==> config.mk <==
export PLATFORM = sky130hd
export DESIGN_NAME = dsl_act_seq
export DESIGN_NICKNAME = d
export VERILOG_FILES = /design/src/rtl/act_pkg.sv /design/src/rtl/act_timer.sv /design/src/rtl/act_thr_cmp.sv /design/src/rtl/act_train_cnt.sv /design/src/rtl/act_fsm.sv /design/src/rtl/act_out_dec.sv /design/src/rtl/dsl_act_seq.sv
export SDC_FILE = /design/constraint.sdc
export NUM_CORES = 1
export LEC_CHECK = 0
export ABC_AREA = 1
export ABC_CLOCK_PERIOD_IN_PS = 4000
export BUFFER_PORTS_ARGS = -buffer_cell sky130_fd_sc_hd__buf_2
export CAP_MARGIN = 20
export CORE_MARGIN = 1.5
export CORE_UTILIZATION = 35
export CTS_BUF_LIST = sky130_fd_sc_hd__clkbuf_4 sky130_fd_sc_hd__clkbuf_8
export CTS_CLUSTER_DIAMETER = 120
export DETAILED_ROUTE_END_ITERATION = 7
export GPL_TIMING_DRIVEN = 0
export PLACE_DENSITY = 0.65
export SETUP_SLACK_MARGIN = 0.3
export SLEW_MARGIN = 40
export SYNTH_ARGS = -nofsm -noshare
export SYNTH_HDL_FRONTEND = slang
export SYNTH_SLANG_ARGS = --single-unit
==> constraint.sdc <==
create_clock -name clk -period 4 [get_ports clk]
set_clock_uncertainty 0.05 [all_clocks]
set_input_delay 1.2 -clock clk [delete_from_list [all_inputs] [get_ports clk]]
set_output_delay 1.2 -clock clk [all_outputs]
set_load 0.01 [all_outputs]
==> src/rtl/act_pkg.sv <==
package act_pkg;

   typedef enum logic [3:0] {
      ST_IDLE   = 4'd0,
      ST_SEND   = 4'd1,
      ST_SIGDET = 4'd2,
      ST_WAIT   = 4'd3,
      ST_EC     = 4'd4,
      ST_ADAPT  = 4'd5,
      ST_HOLD   = 4'd6,
      ST_LVL4   = 4'd7,
      ST_TRAIN4 = 4'd8,
      ST_FSYNC  = 4'd9,
      ST_ACTIVE = 4'd10
   } act_st_e;

   localparam logic [1:0] TX_OFF = 2'd0;
   localparam logic [1:0] TX_S0  = 2'd1;
   localparam logic [1:0] TX_S1  = 2'd2;

   // number of timer-driven stage boundaries
   localparam int unsigned NUM_STG = 4;
   localparam int unsigned STG_SIG   = 0;
   localparam int unsigned STG_EC    = 1;
   localparam int unsigned STG_ADAPT = 2;
   localparam int unsigned STG_HOLD  = 3;

   typedef struct packed {
      logic [1:0] tx;
      logic       agc;
      logic       ec;
      logic       dfe;
      logic       act;
   } act_out_t;

   function automatic act_out_t act_decode(act_st_e st, logic master);
      act_out_t o;
      o = '{tx: TX_OFF, agc: 1'b0, ec: 1'b0, dfe: 1'b0, act: 1'b0};
      unique case (st)
         ST_SEND, ST_SIGDET: begin o.tx = TX_S0; o.ec = 1'b1; end
         ST_WAIT:            o.agc = 1'b1;
         ST_EC:              begin o.tx = TX_S0; o.ec = 1'b1; o.agc = 1'b1; end
         ST_ADAPT:           begin o.tx = TX_S0; o.ec = 1'b1; end
         ST_HOLD:            o.tx = TX_S0;
         ST_LVL4:            o.tx = master ? TX_S1 : TX_S0;
         ST_TRAIN4:          begin o.tx = master ? TX_S1 : TX_S0; o.dfe = 1'b1; end
         ST_FSYNC:           o.tx = TX_S1;
         ST_ACTIVE:          begin o.tx = TX_S1; o.act = 1'b1; end
         default:            o.tx = TX_OFF;
      endcase
      return o;
   endfunction

endpackage

==> src/rtl/act_timer.sv <==
module act_timer #(
   parameter int unsigned TW = 16
) (
   input  logic          clk,
   input  logic          rst_n,
   input  logic          clr,
   input  logic          load,
   input  logic [TW-1:0] load_val,
   input  logic          tick,
   output logic [TW-1:0] mat
);

   localparam logic [TW-1:0] MAT_MAX = {TW{1'b1}};

   if (TW < 4) begin : g_chk_tw
      $error("act_timer: TW must be at least 4");
   end

   always_ff @(posedge clk or negedge rst_n) begin
      if (!rst_n)                       mat <= '0;
      else if (clr)                     mat <= '0;
      else if (load)                    mat <= load_val;
      else if (tick && mat != MAT_MAX)  mat <= mat + 1'b1;
   end

   // a reload lands exactly the requested value
   p_reload_r4: assert property (@(posedge clk) disable iff (!rst_n)
      (load && !clr) |=> (mat == $past(load_val)));

   // the timer does not move without a tick, reload or clear
   p_still_r2: assert property (@(posedge clk) disable iff (!rst_n)
      (!clr && !load && !tick) |=> $stable(mat));

endmodule

==> src/rtl/act_thr_cmp.sv <==
module act_thr_cmp #(
   parameter int unsigned TW = 16,
   parameter int unsigned N  = 4
) (
   input  logic [TW-1:0]        mat,
   input  logic [N-1:0][TW-1:0] thr,
   input  logic [TW-1:0]        lim_total,
   output logic [N-1:0]         past,
   output logic                 expired
);

   if (N < 1) begin : g_chk_n
      $error("act_thr_cmp: N must be at least 1");
   end

   for (genvar i = 0; i < N; i++) begin : g_stage
      assign past[i] = (mat > thr[i]);
   end

   assign expired = (mat >= lim_total);

endmodule

==> src/rtl/act_train_cnt.sv <==
module act_train_cnt #(
   parameter int unsigned TICKS = 8
) (
   input  logic clk,
   input  logic rst_n,
   input  logic run,
   input  logic tick,
   output logic done
);

   localparam int unsigned CW = $clog2(TICKS + 1);
   localparam logic [CW-1:0] CNT_END = CW'(TICKS);

   if (TICKS < 1) begin : g_chk_ticks
      $error("act_train_cnt: TICKS must be at least 1");
   end

   logic [CW-1:0] cnt;

   always_ff @(posedge clk or negedge rst_n) begin
      if (!rst_n)                        cnt <= '0;
      else if (!run)                     cnt <= '0;
      else if (tick && cnt != CNT_END)   cnt <= cnt + 1'b1;
   end

   assign done = (cnt == CNT_END);

   // the training count never runs past its end
   p_cnt_bound_r7: assert property (@(posedge clk) disable iff (!rst_n)
      (cnt <= CNT_END));

   // the count restarts from zero for every training run
   p_cnt_restart_r7: assert property (@(posedge clk) disable iff (!rst_n)
      !run |=> (cnt == '0));

endmodule

==> src/rtl/act_fsm.sv <==
module act_fsm
   import act_pkg::*;
#(
   parameter int unsigned N = NUM_STG
) (
   input  logic         clk,
   input  logic         rst_n,
   input  logic         tick,
   input  logic         is_master,
   input  logic         deact,
   input  logic [2:0]   mode,
   input  logic         s0_det,
   input  logic         s1_det,
   input  logic         frame_sync,
   input  logic [N-1:0] past,
   input  logic         expired,
   input  logic         train_done,
   output act_st_e      st,
   output logic         mat_clr,
   output logic         mat_load,
   output logic         train_run,
   output logic         timeout
);

   if (N != NUM_STG) begin : g_chk_n
      $error("act_fsm: stage count must match the package");
   end

   act_st_e nxt;
   logic    to_evt;
   logic    framed;
   logic    timed;

   assign framed = (mode[2:1] == 2'b11);
   assign timed  = (st != ST_IDLE) && (st != ST_ACTIVE);

   always_comb begin
      nxt      = st;
      mat_load = 1'b0;
      to_evt   = 1'b0;
      if (deact) begin
         nxt = ST_IDLE;
      end else if (timed && expired) begin
         nxt    = ST_IDLE;
         to_evt = 1'b1;
      end else begin
         unique case (st)
            ST_IDLE: begin
               if (is_master) begin
                  if (tick) nxt = ST_SEND;
               end else if (s0_det) begin
                  nxt = ST_WAIT;
               end
            end
            ST_SEND:   if (past[STG_SIG]) nxt = ST_SIGDET;
            ST_SIGDET: if (s0_det) begin
                          nxt      = ST_EC;
                          mat_load = 1'b1;
                       end
            ST_WAIT:   if (past[STG_SIG])   nxt = ST_EC;
            ST_EC:     if (past[STG_EC])    nxt = ST_ADAPT;
            ST_ADAPT:  if (past[STG_ADAPT]) nxt = ST_HOLD;
            ST_HOLD:   if (past[STG_HOLD])  nxt = ST_LVL4;
            ST_LVL4:   if (s1_det)          nxt = ST_TRAIN4;
            ST_TRAIN4: if (train_done)      nxt = framed ? ST_FSYNC : ST_ACTIVE;
            ST_FSYNC:  if (frame_sync)      nxt = ST_ACTIVE;
            ST_ACTIVE: nxt = ST_ACTIVE;
            default:   nxt = ST_IDLE;
         endcase
      end
   end

   always_ff @(posedge clk or negedge rst_n) begin
      if (!rst_n) begin
         st      <= ST_IDLE;
         timeout <= 1'b0;
      end else begin
         st      <= nxt;
         timeout <= to_evt;
      end
   end

   assign mat_clr   = (st == ST_IDLE);
   assign train_run = (st == ST_TRAIN4);

   // deactivate always lands in Inactive
   p_deact_idle_r1: assert property (@(posedge clk) disable iff (!rst_n)
      deact |=> (st == ST_IDLE));

   // Active is left only through deactivate
   p_active_hold_r8: assert property (@(posedge clk) disable iff (!rst_n)
      (st == ST_ACTIVE && !deact) |=> (st == ST_ACTIVE));

   // the timeout indication lasts a single cycle
   p_timeout_pulse_r10: assert property (@(posedge clk) disable iff (!rst_n)
      timeout |=> !timeout);

   // a timeout is only reported in Inactive
   p_timeout_idle_r10: assert property (@(posedge clk) disable iff (!rst_n)
      timeout |-> (st == ST_IDLE));

   // slave S0 in signal-detect moves the master to the echo stage
   p_sigdet_exit_r4: assert property (@(posedge clk) disable iff (!rst_n)
      (st == ST_SIGDET && s0_det && !deact && !expired) |=> (st == ST_EC));

   // four-level detect is left only by S1, timeout or deactivate
   p_lvl4_wait_r6: assert property (@(posedge clk) disable iff (!rst_n)
      (st == ST_LVL4 && !s1_det && !deact && !expired) |=> (st == ST_LVL4));

endmodule

==> src/rtl/act_out_dec.sv <==
module act_out_dec
   import act_pkg::*;
#(
   parameter bit OUT_REG = 1'b0
) (
   input  logic     clk,
   input  logic     rst_n,
   input  act_st_e  st,
   input  logic     is_master,
   output act_out_t outs
);

   act_out_t dec;

   assign dec = act_decode(st, is_master);

   if (OUT_REG) begin : g_reg
      always_ff @(posedge clk or negedge rst_n) begin
         if (!rst_n) outs <= '0;
         else        outs <= dec;
      end
   end else begin : g_comb
      assign outs = dec;
   end

   // DFE training never overlaps timed S0-stage training
   p_dfe_alone_r7: assert property (@(posedge clk) disable iff (!rst_n)
      outs.dfe |-> (!outs.ec && !outs.agc));

   // active implies the four-level signal is on the line
   p_active_s1_r8: assert property (@(posedge clk) disable iff (!rst_n)
      outs.act |-> (outs.tx == TX_S1));

endmodule

==> src/rtl/dsl_act_seq.sv <==
module dsl_act_seq
   import act_pkg::*;
#(
   parameter int unsigned TW        = 16,
   parameter int unsigned DFE_TICKS = 8,
   parameter bit          OUT_REG   = 1'b0
) (
   input  logic          clk,
   input  logic          rst_n,
   input  logic          tick,
   input  logic          is_master,
   input  logic          deact,
   input  logic [2:0]    mode,
   input  logic          s0_det,
   input  logic          s1_det,
   input  logic          frame_sync,
   input  logic [TW-1:0] lim_sig,
   input  logic [TW-1:0] lim_ec,
   input  logic [TW-1:0] lim_adapt,
   input  logic [TW-1:0] lim_hold,
   input  logic [TW-1:0] lim_total,
   output logic [1:0]    tx_sel,
   output logic          trn_agc,
   output logic          trn_ec,
   output logic          trn_dfe,
   output logic          active,
   output logic          timeout
);

   logic [TW-1:0]               mat;
   logic [NUM_STG-1:0][TW-1:0]  thr;
   logic [NUM_STG-1:0]          past;
   logic [TW-1:0]               resync_val;
   logic                        expired;
   logic                        mat_clr;
   logic                        mat_load;
   logic                        train_run;
   logic                        train_done;
   act_st_e                     st;
   act_out_t                    outs;

   assign thr[STG_SIG]   = lim_sig;
   assign thr[STG_EC]    = lim_ec;
   assign thr[STG_ADAPT] = lim_adapt;
   assign thr[STG_HOLD]  = lim_hold;
   assign resync_val     = lim_sig + 1'b1;

   act_timer #(.TW(TW)) i_timer (
      .clk      (clk),
      .rst_n    (rst_n),
      .clr      (mat_clr),
      .load     (mat_load),
      .load_val (resync_val),
      .tick     (tick),
      .mat      (mat)
   );

   act_thr_cmp #(.TW(TW), .N(NUM_STG)) i_cmp (
      .mat       (mat),
      .thr       (thr),
      .lim_total (lim_total),
      .past      (past),
      .expired   (expired)
   );

   act_train_cnt #(.TICKS(DFE_TICKS)) i_train (
      .clk   (clk),
      .rst_n (rst_n),
      .run   (train_run),
      .tick  (tick),
      .done  (train_done)
   );

   act_fsm #(.N(NUM_STG)) i_fsm (
      .clk        (clk),
      .rst_n      (rst_n),
      .tick       (tick),
      .is_master  (is_master),
      .deact      (deact),
      .mode       (mode),
      .s0_det     (s0_det),
      .s1_det     (s1_det),
      .frame_sync (frame_sync),
      .past       (past),
      .expired    (expired),
      .train_done (train_done),
      .st         (st),
      .mat_clr    (mat_clr),
      .mat_load   (mat_load),
      .train_run  (train_run),
      .timeout    (timeout)
   );

   act_out_dec #(.OUT_REG(OUT_REG)) i_out (
      .clk       (clk),
      .rst_n     (rst_n),
      .st        (st),
      .is_master (is_master),
      .outs      (outs)
   );

   assign tx_sel  = outs.tx;
   assign trn_agc = outs.agc;
   assign trn_ec  = outs.ec;
   assign trn_dfe = outs.dfe;
   assign active  = outs.act;

   // the master enters signal-detect only after the timer passed lim_sig
   p_sigdet_entry_r2: assert property (@(posedge clk) disable iff (!rst_n)
      (st == ST_SEND && !past[STG_SIG] && !deact) |=> (st != ST_SIGDET));

endmodule

==> flow_metrics.env <==
export IMPL_data_required_time_of_the_critical_path_ps=4130
export IMPL_mostFrequentLayoutCell="sky130_fd_sc_hd__nand2_1"
export IMPL_net_count_after_synthesis=830
export IMPL_ioPinCount=98
export IMPL_final_min_clock_period_ps=3430
export IMPL_grt_setup_unrepaired="no"
export IMPL_synth_simple_area_share_pct=33.9
export IMPL_cts_post_setup_buffers_inserted=0
export IMPL_grt_max_degree=26
export IMPL_yosysWarningCount=0
export IMPL_viasPerCell=4.98
export IMPL_post_cts_resize_count=0
export IMPL_overflow=0
export IMPL_outcome="completed"
export IMPL_drv_slew=0
export IMPL_synthesis_to_layout_area_growth_pct=16.8
export IMPL_cellLeakagePower_nw=2.89
export IMPL_postLayoutCellArea_sq_um=4970
export IMPL_layout_common_cells="146 x sky130_fd_sc_hd__nand2_1, 130 x sky130_fd_sc_hd__inv_1, 100 x sky130_fd_sc_hd__buf_2"
export IMPL_synth_adder_area_share_pct=24.4
export IMPL_layout_drive_gt1_share_pct=18.5
export IMPL_compound_gate_portion_of_the_synthesized_area_pct=13.2
export IMPL_worst_ir_drop_vdd_mv=0.219
export IMPL_worst_slew_margin_rel_pct=50.7
export IMPL_finalSetupTns_ps=0
export IMPL_drc=0
export IMPL_regToRegStartpoint="i_timer.mat[3]"
export IMPL_holdCritPathClass="reg -> reg"
export IMPL_worstPathCellList="buf_2 -> inv_1 -> ha_1 -> nand2_1 -> nor2_1 -> nor2_1 -> nand2_1 -> nand2_1 -> nand2_1 -> nand2_1 -> nand2_2 -> nand2_8 -> nand3_4 -> nand2_1 -> nand2_1 -> ha_1 -> nand3_2 -> nor2_2 -> nand3_1 -> nand3_1 -> nand2_1"
export IMPL_min_from="i_train.cnt[3]"
export IMPL_filler_cell_count=1298
export IMPL_r2r_slack_ps=1030
export IMPL_post_synth_mux_area_share_pct=0
export IMPL_critPathMaxFanout=10
export IMPL_asyncSetResetFlopFracSynth_pct=100
export IMPL_antenna_left=0
export IMPL_grt_first_pass_wirelength_mm=20.2
export IMPL_fmax_mhz=291
export IMPL_dieArea_sq_um=12800
export IMPL_dp_cells=899
export IMPL_synth_seq_area_share_pct=14.7
export IMPL_yosys_most_used_dff="sky130_fd_sc_hd__dfrtp_1"
export IMPL_number_of_clock_sinks=25
export IMPL_routed_wire_length_per_instance_um=13.5
export IMPL_io_buffers=96
export IMPL_via_count_of_the_first_global_routing_pass=4312
export IMPL_hold_end="i_train.cnt[3]"
export IMPL_yosys_cell_types_count=40
export IMPL_routed_wl_mm=12.2
export IMPL_hpwlAfterDp_mm=10.2
export IMPL_number_of_buffers_created_by_cts=3
export IMPL_total_iterations_of_the_first_detailed_routing_run=5
export IMPL_syn_cell_area_sq_um=4250
export IMPL_critical_path_n_buffers_inverters=2
export IMPL_via_count=4499
export IMPL_fp_dieH_um=113
export IMPL_worst_endpoint_arrival_ps=3560
export IMPL_core_area_sq_um=11900
export IMPL_power_density_nw_per_um2=386
export IMPL_netSwitchingFraction_pct=54.9
export IMPL_largest_family_of_logic_cells_by_synthesized_area="simple AND/OR/NAND/NOR gates"
export IMPL_p_switching_mw=1.05
export IMPL_crit_type="in -> reg"
export IMPL_fin_nets=931
export IMPL_critical_path_max_stage_delay_ps=280
export IMPL_antenna_diode_count=0
export IMPL_seq_power_share_pct=23.0
export IMPL_timing_max_cap_violations=0
export IMPL_crit_path_top_delay_cell="sky130_fd_sc_hd__ha_1"
export IMPL_fin_cells=903
export IMPL_worstSkewPairLatency_ps=280
export IMPL_synth_xor_area_share_pct=0
export IMPL_floorplan_rows=40
export IMPL_critical_path_top_cell_by_count="sky130_fd_sc_hd__nand2_1"
export IMPL_critical_path_endpoint_type="flop"
export IMPL_synth_cells=656
export IMPL_report_final_setup_viol=0
export IMPL_power_share_clock_pct=8.5
export IMPL_grt_antenna_before_repair=0
export IMPL_global_route_usage_total_pct=19.4
export IMPL_slew_of_the_pin_with_the_lowest_slew_margin_ps=732
export IMPL_cts_tree="done"
export IMPL_critPathTopFamily="simple AND/OR/NAND/NOR gates"
export IMPL_clock_tree_htree_level_count=1
export IMPL_die_width_um=113
export IMPL_crit_reg2reg_capture="i_timer.mat[12]"
export IMPL_drt_iter0_drc=308
export IMPL_final_hold_violation_count=0
export IMPL_ys_ff_latch=25
export IMPL_postPlaceCellArea_sq_um=4920
export IMPL_worst_hold_path_num_cells=2
export IMPL_syn_area_per_cell_sq_um=6.48
export IMPL_internal_power_mw=0.866
export IMPL_reg2reg_depth=19
export IMPL_cts_max_path_buffers=2
export IMPL_power_frac_comb_pct=68.6
export IMPL_hold_buffers=0
export IMPL_startpoint_type="input port"
export IMPL_clockRootBuffer="sky130_fd_sc_hd__clkbuf_8"
export IMPL_synth_enable_flop_cells=0
export IMPL_routabilityCongestion=0.948
export IMPL_cts_clk_slew_worst_paths_ps=100
export IMPL_initial_cell_density_of_the_core_pct=35.7
export IMPL_final_period_utilization_pct=85.8
==> stage by stage <==
| stage | worst slack (ps) | util, % | power [mW] | hold WS (ps) |
|---|---|---|---|---|
| 6_report | 568 | 41.7 | 1.92 | 485 |
| 5_1_grt | 315 | 41.7 | 2.15 | 540 |
| 4_1_cts | 476 | 41.7 | 1.92 | 492 |
| 3_5_place_dp | 206 | 41.3 | 1.76 | 477 |
| 3_3_place_gp | 192 | 41.3 | 1.74 | 473 |
| 2_1_floorplan | 859 | - | 1.38 | 454 |
==> cells in the mapped netlist (all sizes together), types with 2 or more instances <==
library cell	instances	area, sq um
clkbuf	3	11.3
inv	137	514
ha	83	1040
nand4	43	269
o22ai	2	12.5
buf	7	50.1
o31ai	2	15.0
a21boi	2	15.0
nand2	156	624
a211oi	2	15.0
nor2	57	295
dfrtp	25	626
clkinv	2	7.51
o21ai	32	160
nand3	23	133
a21oi	45	225
nor4	6	37.5
nand3b	2	15.0
nor3	9	45.0
o221ai	4	35.0
o21a	6	45.0
==> logic make-up after synthesis <==
| group | after synthesis |
|---|---|
| simple gates | 299 |
| buf+inv | 149 |
| compound gates | 100 |
| fa+ha+maj | 83 |
| flops | 25 |
==> routing by layer <==
metal | share of wire, % | track usage, %
met5 | 0 | 0
met2 | 47 | 34.9
met4 | 1.5 | 4.00
met1 | 47 | 25.3
met3 | 5.0 | 1.87
==> layout make-up <==
cell class | instances | area [sq um] | area share, %
clock buffers | 3 | 41.3 | 0.831
multi-input cells | 482 | 3050 | 61.4
flip-flops and latches | 25 | 626 | 12.6
plain buffers | 10 | 61.3 | 1.23
repair buffers | 96 | 480 | 9.67
inverters | 139 | 522 | 10.5
well taps | 147 | 184 | 3.70
clock inverters | 1 | 5.00 | 0.101
==> flip-flops by register name (all words and copies together), names as in the netlist <==
signal,count
i_fsm.st,4
i_fsm.timeout,1
i_timer.mat,16
i_train.cnt,4
==> how the worst max path moves through the flow <==
stage / from / to / slack [ps] / depth (start not counted)
after detailed placement: lim_sig[15] / i_fsm.st[3] / 210 / 17
final: lim_total[3] / i_timer.mat[12] / 570 / 21
after global routing: lim_total[3] / i_timer.mat[6] / 320 / 20
after CTS: lim_sig[15] / i_fsm.st[3] / 480 / 17
after global placement: lim_sig[15] / i_fsm.st[3] / 190 / 17
after floorplan: lim_total[3] / i_timer.mat[14] / 860 / 20
==> tightest hold or removal path, cell delays in order, from the launching register on <==
cell and delay [ps]:
sky130_fd_sc_hd__dfrtp_1 390, sky130_fd_sc_hd__inv_1 60, sky130_fd_sc_hd__a21oi_1 50
==> power by group through the flow <==
| stage | clock (mW) | sequential, mW | combinational (mW) |
|---|---|---|---|
| finish | 0.162 | 0.441 | 1.32 |
| global route | 0.178 | 0.454 | 1.52 |
| CTS | 0.166 | 0.442 | 1.32 |
| detailed placement | 0 | 0.448 | 1.31 |
| global placement | 0 | 0.446 | 1.30 |
| floorplan | 0 | 0.397 | 0.980 |
Note: power is estimated with default switching activity, not from simulation.
